File: config.mk
export PLATFORM = sky130hd
export DESIGN_NAME = irq_vector_ctrl
export DESIGN_NICKNAME = d
export VERILOG_FILES = /design/src/rtl/irqv_pkg.sv /design/src/rtl/irqv_datapath.sv /design/src/rtl/irqv_ctrl.sv /design/src/rtl/irq_vector_ctrl.sv
export SDC_FILE = /design/constraint.sdc
export NUM_CORES = 1
export LEC_CHECK = 0
export BUFFER_PORTS_ARGS = -buffer_cell sky130_fd_sc_hd__buf_2
export CORE_MARGIN = 3
export CORE_UTILIZATION = 48
export CTS_CLUSTER_SIZE = 24
export DETAILED_ROUTE_END_ITERATION = 10
export GPL_TIMING_DRIVEN = 0
export PLACE_DENSITY = 0.77
export SYNTH_ARGS = -nofsm -noshare
export SYNTH_HDL_FRONTEND = slang
export SYNTH_HIERARCHICAL = 1
export SYNTH_SLANG_ARGS = --single-unit
File: constraint.sdc
create_clock -name clk -period 40.2 [get_ports clk]
set_input_delay 2.01 -clock clk [delete_from_list [all_inputs] [get_ports clk]]
set_output_delay 2.01 -clock clk [all_outputs]
set_load 0.01 [all_outputs]
File: src/rtl/irqv_pkg.sv
package irqv_pkg;

  // Lower value = higher precedence; the order is behaviour.
  typedef enum logic [2:0] {
    CLS_RESET    = 3'd0,
    CLS_NMI_PIN  = 3'd1,
    CLS_NMI_WDT  = 3'd2,
    CLS_ILLEGAL  = 3'd3,
    CLS_TRAP     = 3'd4,
    CLS_MASKABLE = 3'd5,
    CLS_NONE     = 3'd7
  } evtClass_e;

  typedef struct packed {
    logic load;  // capture the current candidate
    logic drop;  // offered event accepted, release it
  } dpStrobe_t;

  localparam logic [15:0] CODE_RESET   = 16'h0000;
  localparam logic [15:0] CODE_NMI_PIN = 16'h0010;
  localparam logic [15:0] CODE_NMI_WDT = 16'h0020;
  localparam logic [15:0] CODE_TRAP_LO = 16'h0040;
  localparam logic [15:0] CODE_TRAP_HI = 16'h0050;
  localparam logic [15:0] CODE_ILLEGAL = 16'h0060;
  localparam logic [15:0] CODE_IRQ_BASE = 16'h0080;

endpackage

File: src/rtl/irqv_datapath.sv
module irqv_datapath
  import irqv_pkg::*;
#(
  parameter int NUM_IRQ = 8,
  parameter int PRIO_W  = 3
) (
  input  logic                      clk,
  input  logic                      rstN,
  input  logic                      resetReq,
  input  logic                      nmiPin,
  input  logic                      nmiWdt,
  input  logic                      illegalOp,
  input  logic                      trapReq,
  input  logic [4:0]                trapNum,
  input  logic [NUM_IRQ-1:0]        irqReq,
  input  logic [NUM_IRQ-1:0]        irqMask,
  input  logic [NUM_IRQ*PRIO_W-1:0] irqPrio,
  input  logic                      globalEn,
  input  logic [PRIO_W:0]           curLevel,
  input  dpStrobe_t                 strb,
  output evtClass_e                 candClass,
  output logic [PRIO_W-1:0]         candPrio,
  output evtClass_e                 heldClass,
  output logic [PRIO_W-1:0]         heldPrio,
  output logic [15:0]               excCode,
  output logic [31:0]               handlerAddr,
  output logic                      saveNextPc
);

  localparam int IDX_W = (NUM_IRQ > 1) ? $clog2(NUM_IRQ) : 1;

  logic [PRIO_W-1:0] srcPrio [NUM_IRQ];
  logic [NUM_IRQ-1:0] eligible;

  for (genvar k = 0; k < NUM_IRQ; k++) begin : g_src
    assign srcPrio[k]  = irqPrio[k*PRIO_W +: PRIO_W];
    assign eligible[k] = irqReq[k] & ~irqMask[k] & globalEn &
                         ({1'b0, srcPrio[k]} < curLevel);
  end

  logic              bestHit;
  logic [IDX_W-1:0]  bestIdx;
  logic [PRIO_W-1:0] bestPrio;

  // Ascending scan with strict compare: ties keep the lower index.
  always_comb begin
    bestHit  = 1'b0;
    bestIdx  = '0;
    bestPrio = '0;
    for (int k = 0; k < NUM_IRQ; k++) begin
      if (eligible[k] && (!bestHit || srcPrio[k] < bestPrio)) begin
        bestHit  = 1'b1;
        bestIdx  = IDX_W'(k);
        bestPrio = srcPrio[k];
      end
    end
  end

  always_comb begin
    candPrio = '0;
    if (resetReq)       candClass = CLS_RESET;
    else if (nmiPin)    candClass = CLS_NMI_PIN;
    else if (nmiWdt)    candClass = CLS_NMI_WDT;
    else if (illegalOp) candClass = CLS_ILLEGAL;
    else if (trapReq)   candClass = CLS_TRAP;
    else if (bestHit) begin
      candClass = CLS_MASKABLE;
      candPrio  = bestPrio;
    end
    else                candClass = CLS_NONE;
  end

  logic [15:0] candCode;
  logic [31:0] candAddr;

  always_comb begin
    unique case (candClass)
      CLS_RESET:   begin candCode = CODE_RESET;   candAddr = 32'(CODE_RESET);   end
      CLS_NMI_PIN: begin candCode = CODE_NMI_PIN; candAddr = 32'(CODE_NMI_PIN); end
      CLS_NMI_WDT: begin candCode = CODE_NMI_WDT; candAddr = 32'(CODE_NMI_WDT); end
      CLS_ILLEGAL: begin candCode = CODE_ILLEGAL; candAddr = 32'(CODE_ILLEGAL); end
      CLS_TRAP: begin
        candCode = (trapNum[4] ? CODE_TRAP_HI : CODE_TRAP_LO) | {12'h000, trapNum[3:0]};
        candAddr = 32'(trapNum[4] ? CODE_TRAP_HI : CODE_TRAP_LO);
      end
      CLS_MASKABLE: begin
        candCode = CODE_IRQ_BASE + {(16 - IDX_W - 4)'(0), bestIdx, 4'h0};
        candAddr = 32'(candCode);
      end
      default: begin candCode = '0; candAddr = '0; end
    endcase
  end

  always_ff @(posedge clk or negedge rstN) begin
    if (!rstN) begin
      heldClass   <= CLS_NONE;
      heldPrio    <= '0;
      excCode     <= '0;
      handlerAddr <= '0;
      saveNextPc  <= 1'b0;
    end else if (strb.drop) begin
      heldClass <= CLS_NONE;
    end else if (strb.load) begin
      heldClass   <= candClass;
      heldPrio    <= candPrio;
      excCode     <= candCode;
      handlerAddr <= candAddr;
      saveNextPc  <= (candClass != CLS_RESET);
    end
  end

  AST_RESET_WINS: assert property (@(posedge clk) disable iff (!rstN)
    resetReq && !strb.drop |=> heldClass == CLS_RESET && excCode == 16'h0000)
    else $error("reset request not taken");

  AST_NMI_UNMASKED: assert property (@(posedge clk) disable iff (!rstN)
    nmiPin && !resetReq && !strb.drop && heldClass != CLS_RESET
      |=> heldClass == CLS_NMI_PIN)
    else $error("pin NMI not taken");

  AST_CODE_ALIGN: assert property (@(posedge clk) disable iff (!rstN)
    heldClass == CLS_MASKABLE |-> excCode[3:0] == 4'h0 && {16'h0000, excCode} == handlerAddr)
    else $error("maskable code and address disagree");

  AST_SAVE_FLAG: assert property (@(posedge clk) disable iff (!rstN)
    heldClass != CLS_NONE |-> saveNextPc == (heldClass != CLS_RESET))
    else $error("save-next-PC flag wrong");

endmodule

File: src/rtl/irqv_ctrl.sv
module irqv_ctrl
  import irqv_pkg::*;
#(
  parameter int PRIO_W = 3,
  parameter int DEPTH  = 8
) (
  input  logic              clk,
  input  logic              rstN,
  input  evtClass_e         candClass,
  input  logic [PRIO_W-1:0] candPrio,
  input  evtClass_e         heldClass,
  input  logic [PRIO_W-1:0] heldPrio,
  input  logic              accept,
  input  logic              retPulse,
  output dpStrobe_t         strb,
  output logic              evtValid,
  output logic [PRIO_W:0]   curLevel
);

  localparam int DEPTH_W = (DEPTH > 1) ? $clog2(DEPTH) : 1;
  localparam logic [PRIO_W:0] LEVEL_IDLE = (PRIO_W+1)'(1 << PRIO_W);

  logic [PRIO_W-1:0] stackMem [DEPTH];
  logic [DEPTH_W:0]  depth;
  logic [DEPTH_W-1:0] wrIdx, topIdx;
  logic better, push, pop;

  assign wrIdx  = depth[DEPTH_W-1:0];
  assign topIdx = DEPTH_W'(depth - 1'b1);
  assign curLevel = (depth == '0) ? LEVEL_IDLE : {1'b0, stackMem[topIdx]};

  assign better = (candClass < heldClass) ||
                  (candClass == CLS_MASKABLE && heldClass == CLS_MASKABLE &&
                   candPrio < heldPrio);

  assign strb.drop = evtValid & accept;
  assign strb.load = !strb.drop && candClass != CLS_NONE && (!evtValid || better);

  assign push = strb.drop && heldClass == CLS_MASKABLE;
  assign pop  = retPulse && depth != '0;

  always_ff @(posedge clk or negedge rstN) begin
    if (!rstN)          evtValid <= 1'b0;
    else if (strb.drop) evtValid <= 1'b0;
    else if (strb.load) evtValid <= 1'b1;
  end

  always_ff @(posedge clk or negedge rstN) begin
    if (!rstN) begin
      depth <= '0;
      for (int i = 0; i < DEPTH; i++) stackMem[i] <= '0;
    end else if (push && pop) begin
      stackMem[topIdx] <= heldPrio;
    end else if (push) begin
      stackMem[wrIdx] <= heldPrio;
      depth <= depth + 1'b1;
    end else if (pop) begin
      depth <= depth - 1'b1;
    end
  end

  AST_NO_OVERFLOW: assert property (@(posedge clk) disable iff (!rstN)
    push && !pop |-> depth < (DEPTH_W+1)'(DEPTH))
    else $error("in-service stack overflow");

  AST_NEST_STRICT: assert property (@(posedge clk) disable iff (!rstN)
    push |-> {1'b0, heldPrio} < curLevel)
    else $error("nested level not strictly higher");

  AST_HOLD_OFFER: assert property (@(posedge clk) disable iff (!rstN)
    evtValid && !accept |=> evtValid)
    else $error("offer withdrawn before accept");

  AST_EMPTY_RETURN: assert property (@(posedge clk) disable iff (!rstN)
    retPulse && depth == '0 && !push |=> depth == '0)
    else $error("return on empty stack changed depth");

endmodule

File: src/rtl/irq_vector_ctrl.sv
module irq_vector_ctrl
  import irqv_pkg::*;
#(
  parameter int NUM_IRQ = 8,
  parameter int PRIO_W  = 3,
  parameter int DEPTH   = 8
) (
  input  logic                      clk,
  input  logic                      rstN,
  input  logic                      resetReq,
  input  logic                      nmiPin,
  input  logic                      nmiWdt,
  input  logic                      illegalOp,
  input  logic                      trapReq,
  input  logic [4:0]                trapNum,
  input  logic [NUM_IRQ-1:0]        irqReq,
  input  logic [NUM_IRQ-1:0]        irqMask,
  input  logic [NUM_IRQ*PRIO_W-1:0] irqPrio,
  input  logic                      globalEn,
  input  logic                      accept,
  input  logic                      retPulse,
  output logic                      evtValid,
  output logic [15:0]               excCode,
  output logic [31:0]               handlerAddr,
  output logic                      saveNextPc,
  output logic [PRIO_W:0]           curLevel
);

  dpStrobe_t         strb;
  evtClass_e         candClass, heldClass;
  logic [PRIO_W-1:0] candPrio, heldPrio;

  irqv_datapath #(.NUM_IRQ(NUM_IRQ), .PRIO_W(PRIO_W)) u_dp (
    .clk(clk), .rstN(rstN), .resetReq(resetReq), .nmiPin(nmiPin), .nmiWdt(nmiWdt),
    .illegalOp(illegalOp), .trapReq(trapReq), .trapNum(trapNum), .irqReq(irqReq),
    .irqMask(irqMask), .irqPrio(irqPrio), .globalEn(globalEn), .curLevel(curLevel),
    .strb(strb), .candClass(candClass), .candPrio(candPrio), .heldClass(heldClass),
    .heldPrio(heldPrio), .excCode(excCode), .handlerAddr(handlerAddr),
    .saveNextPc(saveNextPc)
  );

  irqv_ctrl #(.PRIO_W(PRIO_W), .DEPTH(DEPTH)) u_ctrl (
    .clk(clk), .rstN(rstN), .candClass(candClass), .candPrio(candPrio),
    .heldClass(heldClass), .heldPrio(heldPrio), .accept(accept), .retPulse(retPulse),
    .strb(strb), .evtValid(evtValid), .curLevel(curLevel)
  );

endmodule

# [After elaboration in Yosys (flattened, before gate mapping)]
# Index checks and enable logic that the tools add are counted.
# Widths: inputs -> output; s select.
[word_totals] input_bits=55 output_inout_bits=54 wordCells=183 ff_bits=84
[classes] n_bitwise=38 n_addsub=3 eq_ne=7 muxes=57 n_lt_le_gt_ge=21 n_reduce_logical=42
[op_table] operator="$pmux 32 s5" count=1
[op_table] operator="$mux 3" count=29
[op_table] operator="$pmux 16 s5" count=1
[op_table] operator="$bwmux 24" count=2
[op_table] operator="$mux 24" count=2
[op_table] operator="$lt 3x4->1" count=8
[op_table] operator="$lt 3x3->1" count=9
[op_table] operator="$and 1x1->1" count=25
[op_table] operator="$demux 3 s3" count=2
[op_table] operator="$logic_and 1x1->1" count=16
[op_table] operator="$or 16x4->16" count=1
[op_table] operator="$mux 4" count=3
[op_table] operator="$mux 1" count=11
[op_table] operator="$mux 5" count=2
[op_table] operator="$not 1->1" count=10
[op_table] operator="$add 8x7->9 const A" count=1
[op_table] operator="$bmux 3 s3" count=1
[op_table] operator="$eq 3x3->1 const B" count=3
[op_table] operator="$logic_not 1->1" count=9
[op_table] operator="$logic_or 1x1->1" count=9
[op_table] operator="$ge 4x4->1 const B" count=2
[op_table] operator="$lt 4x1->1 const B" count=2
[op_table] operator="$not 3->4" count=2
[op_table] operator="$eq 3x2->1 const B" count=2
[op_table] operator="other kinds (10)" count=15

# [Longest topological paths before layout]
[logic_depth] word_depth=51 ltp_mapped=72 mapped_depth_nobuf=69

# [By module]
# Netlist, hierarchy kept.
[modules_own_cells] module="irqv_datapath" area_each_um2=2543.7 seq_area_each_um2=379.1 cells_per_inst=329 instances=1
[modules_own_cells] module="irqv_ctrl" area_each_um2=1813.0 seq_area_each_um2=725.7 cells_per_inst=151 instances=1

# [Least setup slack after synthesis]
# Ideal clock, no wire load.
[synth_timing] path_type="in2reg" startpoint="input irqPrio[1]" endpoint="register u_dp.heldPrio[1]" t_required_ns=40.124 stages=63 n_path_buf=1 setup_time_ns=0.076 setup_slack_ns=27.062 t_arrival_ns=13.062 path_cell_list="ha_1 nor2_1 nor4b_1 nor2_1 nand2_1 ha_1 a21o_1 a21oi_1 a21oi_1 a22oi_1 ha_1 o21a_1 or2_2 o21ai_0 and2_1 o21ai_0 o31a_1 ha_1 (+27 left out) ha_1 a21oi_1 nand2_1 a21boi_0 o21ba_2 a21o_1 nand3_1 o21ai_1 ha_1 nor4_1 o21ai_1 a21oi_1 nand2b_1 clkbuf_1 nor2_1 and2_1 nand3_1 o21ai_1"
[synth_lines] item="start, declared" line="irq_vector_ctrl.sv:18" rtl="input logic [NUM_IRQ*PRIO_W-1:0] irqPrio,"
[synth_lines] item="end signal, assigned" line="irqv_datapath.sv:105" rtl="heldPrio <= candPrio;"
[synth_lines] item="end, declared" line="irqv_datapath.sv:24" rtl="output logic [PRIO_W-1:0] heldPrio,"

==> run metrics <==
total DRC errors in the routed layout=0; core utilization of the finished layout=0.582; sequential fraction of design power=0.312; library cells used by synthesis=78; pin count of the biggest net entering global routing=45; Final Hold Slack=0.474 ns; portion of total power attributed to combinational logic=0.473; setup slack after layout=24.54 ns; post-synthesis mux area share=0.100; longest individual stage delay on the worst path=0.91 ns; worst endpoint required time=40.41 ns; routed length per instance=15.3 um; number of sinks handled by clock tree synthesis=44; Pwr Density=33.1 nW/um2; path type of the worst setup path=flop to flop; fraction of power spent switching nets=0.402; clock latency on the worst-skew pair=0.30 ns; Max VDD drop=0.0189 mV; post-CTS setup buffers=0; Resized cells post-CTS=0; most common flop cell mapped by yosys=sky130_fd_sc_hd__dfrtp_1; number of max-cap violations=0; via count of the first global-routing pass=3,948; measured slew at the worst slew-check pin=1.14 ns; starting density of the core=0.497; Avg Inst Size Synth=9.08 um2; share of post-route cells with drive strength above 1=0.301; RSZ-0062 raised after global routing=no; Cell Int Power=0.101 mW; DP HPWL=8440 um; net switching power=0.0678 mW; die span in x=101 um; kind of end point of the critical path=flop; Yosys warnings=6; arrival time of the worst setup path=15.87 ns; gp weighted congestion=0.899; Chip Height=101 um; Worst setup SP type=flop; drt first pass iters=5; standard cell area after detailed placement=4980 um2; fraction of power consumed by the clock network=0.215; EDFF count, synth=0; area of the core=8760 um2; clock transition at the register clock pins on the worst setup and hold paths after CTS=0.09 ns; leakage power of the design=2.50 nW; part of the cycle the worst path needs=0.390; standard-cell row count=34; Synth Area in Compound Gates=0.215; IO Port Bufs=71; number of buffers inserted for hold repair after clock tree synthesis=0; number of antenna-violating nets in the routed design=0; post-placement worst setup slack=24.89 ns; global-route usage over all layers=0.214; Seq/Total Area, Yosys=0.254; top library cells by usage in the layout, fill and taps aside=74 x sky130_fd_sc_hd__buf_2, 46 x sky130_fd_sc_hd__nand2_1, 43 x sky130_fd_sc_hd__buf_4; CTS H-Tree Depth=2; total power after layout=0.169 mW; number of cells in the finished layout apart from fillers=702; setup clock skew after layout=0.00927 ns; remaining max-slew budget at the tightest pin=0.239; antenna violations before repair=0; hold violation count in the final report=0; number of max-slew violations in the final report=0; via total after detailed routing=3,863; final routed wirelength across all metal layers=10,800 um; status=finished, final reports clean; TritonCTS clock tree=built; highest clock rate=63.8 MHz; Placed Cells incl. Taps=694; total congestion overflow=0; post-synthesis sequential element count=44; area grow syn2layout=17.1%; post-synthesis share of cell area spent on xor and xnor gates=0.0155; root buffer selected by CTS=sky130_fd_sc_hd__clkbuf_8; basic-gate share of the synthesized area counting and, or, nand and nor cells=0.209; Vias per Instance=5.50; CP dominant cell by count=sky130_fd_sc_hd__ha_1; synthesized netlist cell count=480; Die Area=10,300 um2; min cycle time layout=15.66 ns; First DRT Iteration DRCs=146; cell area after synthesis=4360 um2; final design instance area without fill=5100 um2; largest family of logic cells by synthesized area=compound AO/OA/AOI/OAI gates; final layout net count=685; share of synthesized flip-flops with an asynchronous set or reset=1.00; final total negative setup slack=0 ns; Crit Path Max Fanout=10; # IOs=109; crit path max-delay cell type=sky130_fd_sc_hd__a21oi_1; Adder-Cell Fraction of Synth Area=0.106; maximum buffer depth of the clock tree=2; most frequent standard cell in the layout excluding fill and tap cells=sky130_fd_sc_hd__buf_2; global-route wire length before repair=17,900 um; CTS buffer count=5; count of inserted antenna diode cells=0; Hold Crit Class=flop to flop; final setup violating endpoints=0
-- metal layers --
metal,GRT usage,wire (um),vias up
met4,0.0695,165,0
li1,-,-,1906
met5,0,0,-
met3,0.0303,545,19
met2,0.376,5460,120
met1,0.270,4590,1818
-- sequential cells by signal, indices dropped and copies added (netlist names) --
signal	count
u_ctrl/depth	4
u_ctrl/evtValid	1
u_ctrl/stackMem	24
u_dp/excCode	5
u_dp/handlerAddr	3
u_dp/heldClass	3
u_dp/heldPrio	3
u_dp/saveNextPc	1
-- critical path: cells and delay by family, from the launching register on --
family                   cells  cell delay (ns)
AND/OR/NAND/NOR             18             3.46
flip-flops                   1             0.39
adder cells (fa/ha/maj)      9             2.68
multiplexers                 1             0.25
buffers and inverters        5             0.94
AO/OA/AOI/OAI               36             7.87
-- synth_stat cells, types with 3 or more instances --
master / number / area (um2)
sky130_fd_sc_hd__nor3_1: 8 / 40.0
sky130_fd_sc_hd__a22oi_1: 3 / 22.5
sky130_fd_sc_hd__mux2_1: 21 / 236
sky130_fd_sc_hd__nor4b_2: 3 / 45.0
sky130_fd_sc_hd__a31oi_1: 4 / 25.0
sky130_fd_sc_hd__nor2_2: 3 / 18.8
sky130_fd_sc_hd__o21a_1: 3 / 22.5
sky130_fd_sc_hd__and2_1: 5 / 31.3
sky130_fd_sc_hd__o31a_1: 5 / 43.8
sky130_fd_sc_hd__nor3b_1: 3 / 22.5
sky130_fd_sc_hd__nand2b_1: 15 / 93.8
sky130_fd_sc_hd__xor2_1: 3 / 26.3
sky130_fd_sc_hd__or2_2: 3 / 18.8
sky130_fd_sc_hd__nor2_1: 31 / 116
sky130_fd_sc_hd__clkbuf_1: 3 / 11.3
sky130_fd_sc_hd__mux4_2: 6 / 135
sky130_fd_sc_hd__a21oi_1: 24 / 120
sky130_fd_sc_hd__nand2_1: 46 / 173
sky130_fd_sc_hd__a21o_1: 11 / 82.6
sky130_fd_sc_hd__a211o_1: 3 / 26.3
sky130_fd_sc_hd__nor2b_1: 7 / 43.8
sky130_fd_sc_hd__inv_1: 17 / 63.8
sky130_fd_sc_hd__buf_4: 43 / 323
sky130_fd_sc_hd__o21ai_2: 3 / 26.3
sky130_fd_sc_hd__mux2_4: 3 / 45.0
sky130_fd_sc_hd__dfrtp_1: 41 / 1030
sky130_fd_sc_hd__nor4b_1: 3 / 26.3
sky130_fd_sc_hd__dfstp_2: 3 / 78.8
sky130_fd_sc_hd__nor4_1: 6 / 37.5
sky130_fd_sc_hd__o21ba_2: 3 / 30.0
sky130_fd_sc_hd__o211ai_2: 3 / 37.5
sky130_fd_sc_hd__ha_1: 37 / 463
sky130_fd_sc_hd__a211oi_1: 7 / 52.6
sky130_fd_sc_hd__nand3_1: 8 / 40.0
sky130_fd_sc_hd__o21ai_1: 8 / 40.0
sky130_fd_sc_hd__buf_2: 3 / 15.0
sky130_fd_sc_hd__o211a_1: 3 / 30.0
sky130_fd_sc_hd__o21ai_0: 26 / 130
-- power by group through the flow --
stage          clock network, mW  logic (mW)  registers, mW
2_1_floorplan                  0      0.0597         0.0530
3_3_place_gp                   0      0.0765         0.0533
3_5_place_dp                   0      0.0790         0.0536
4_1_cts                   0.0373      0.0797         0.0528
5_1_grt                   0.0389      0.0884         0.0536
6_report                  0.0362      0.0799         0.0527
-- logic make-up after synthesis --
kind of cell / after synthesis
muxes: 32
DFF: 44
and+or+nand+nor: 162
AOI/OAI and AO/OA: 129
buffers and inverters: 69
xor gates and xnor gates: 6
adders and majority gates: 37
other: 1
-- cell type report --
class,count,area (um2)
tap,108,135
inverter,19,72.6
fill,808,3660
timing repair buffer,71,355
sequential,44,1100
multi-input combinational,402,2950
clock inverter,2,38.8
clock buffer,6,82.6
buffer,50,360
-- final timing paths --
check                                                  from                              end  slack, ns  cells past startpoint
worst min-delay path            u_ctrl/depth[3]$_DFFE_PN0P_      u_ctrl/depth[3]$_DFFE_PN0P_       0.47                      1
min in group asynchronous                              rstN  u_ctrl/stackMem[14]$_DFFE_PN0P_       1.86                      1
worst max-delay path            u_ctrl/depth[0]$_DFFE_PN0P_  u_dp/handlerAddr[4]$_DFFE_PN0P_      24.54                     69
worst min register to register  u_ctrl/depth[3]$_DFFE_PN0P_      u_ctrl/depth[3]$_DFFE_PN0P_       0.47                      1
max in group asynchronous                              rstN      u_ctrl/depth[2]$_DFFE_PN0P_      37.71                      1
worst max register to register  u_ctrl/depth[0]$_DFFE_PN0P_  u_dp/handlerAddr[4]$_DFFE_PN0P_      24.54                     69
No activity file was read; power rests on OpenSTA's default activity.
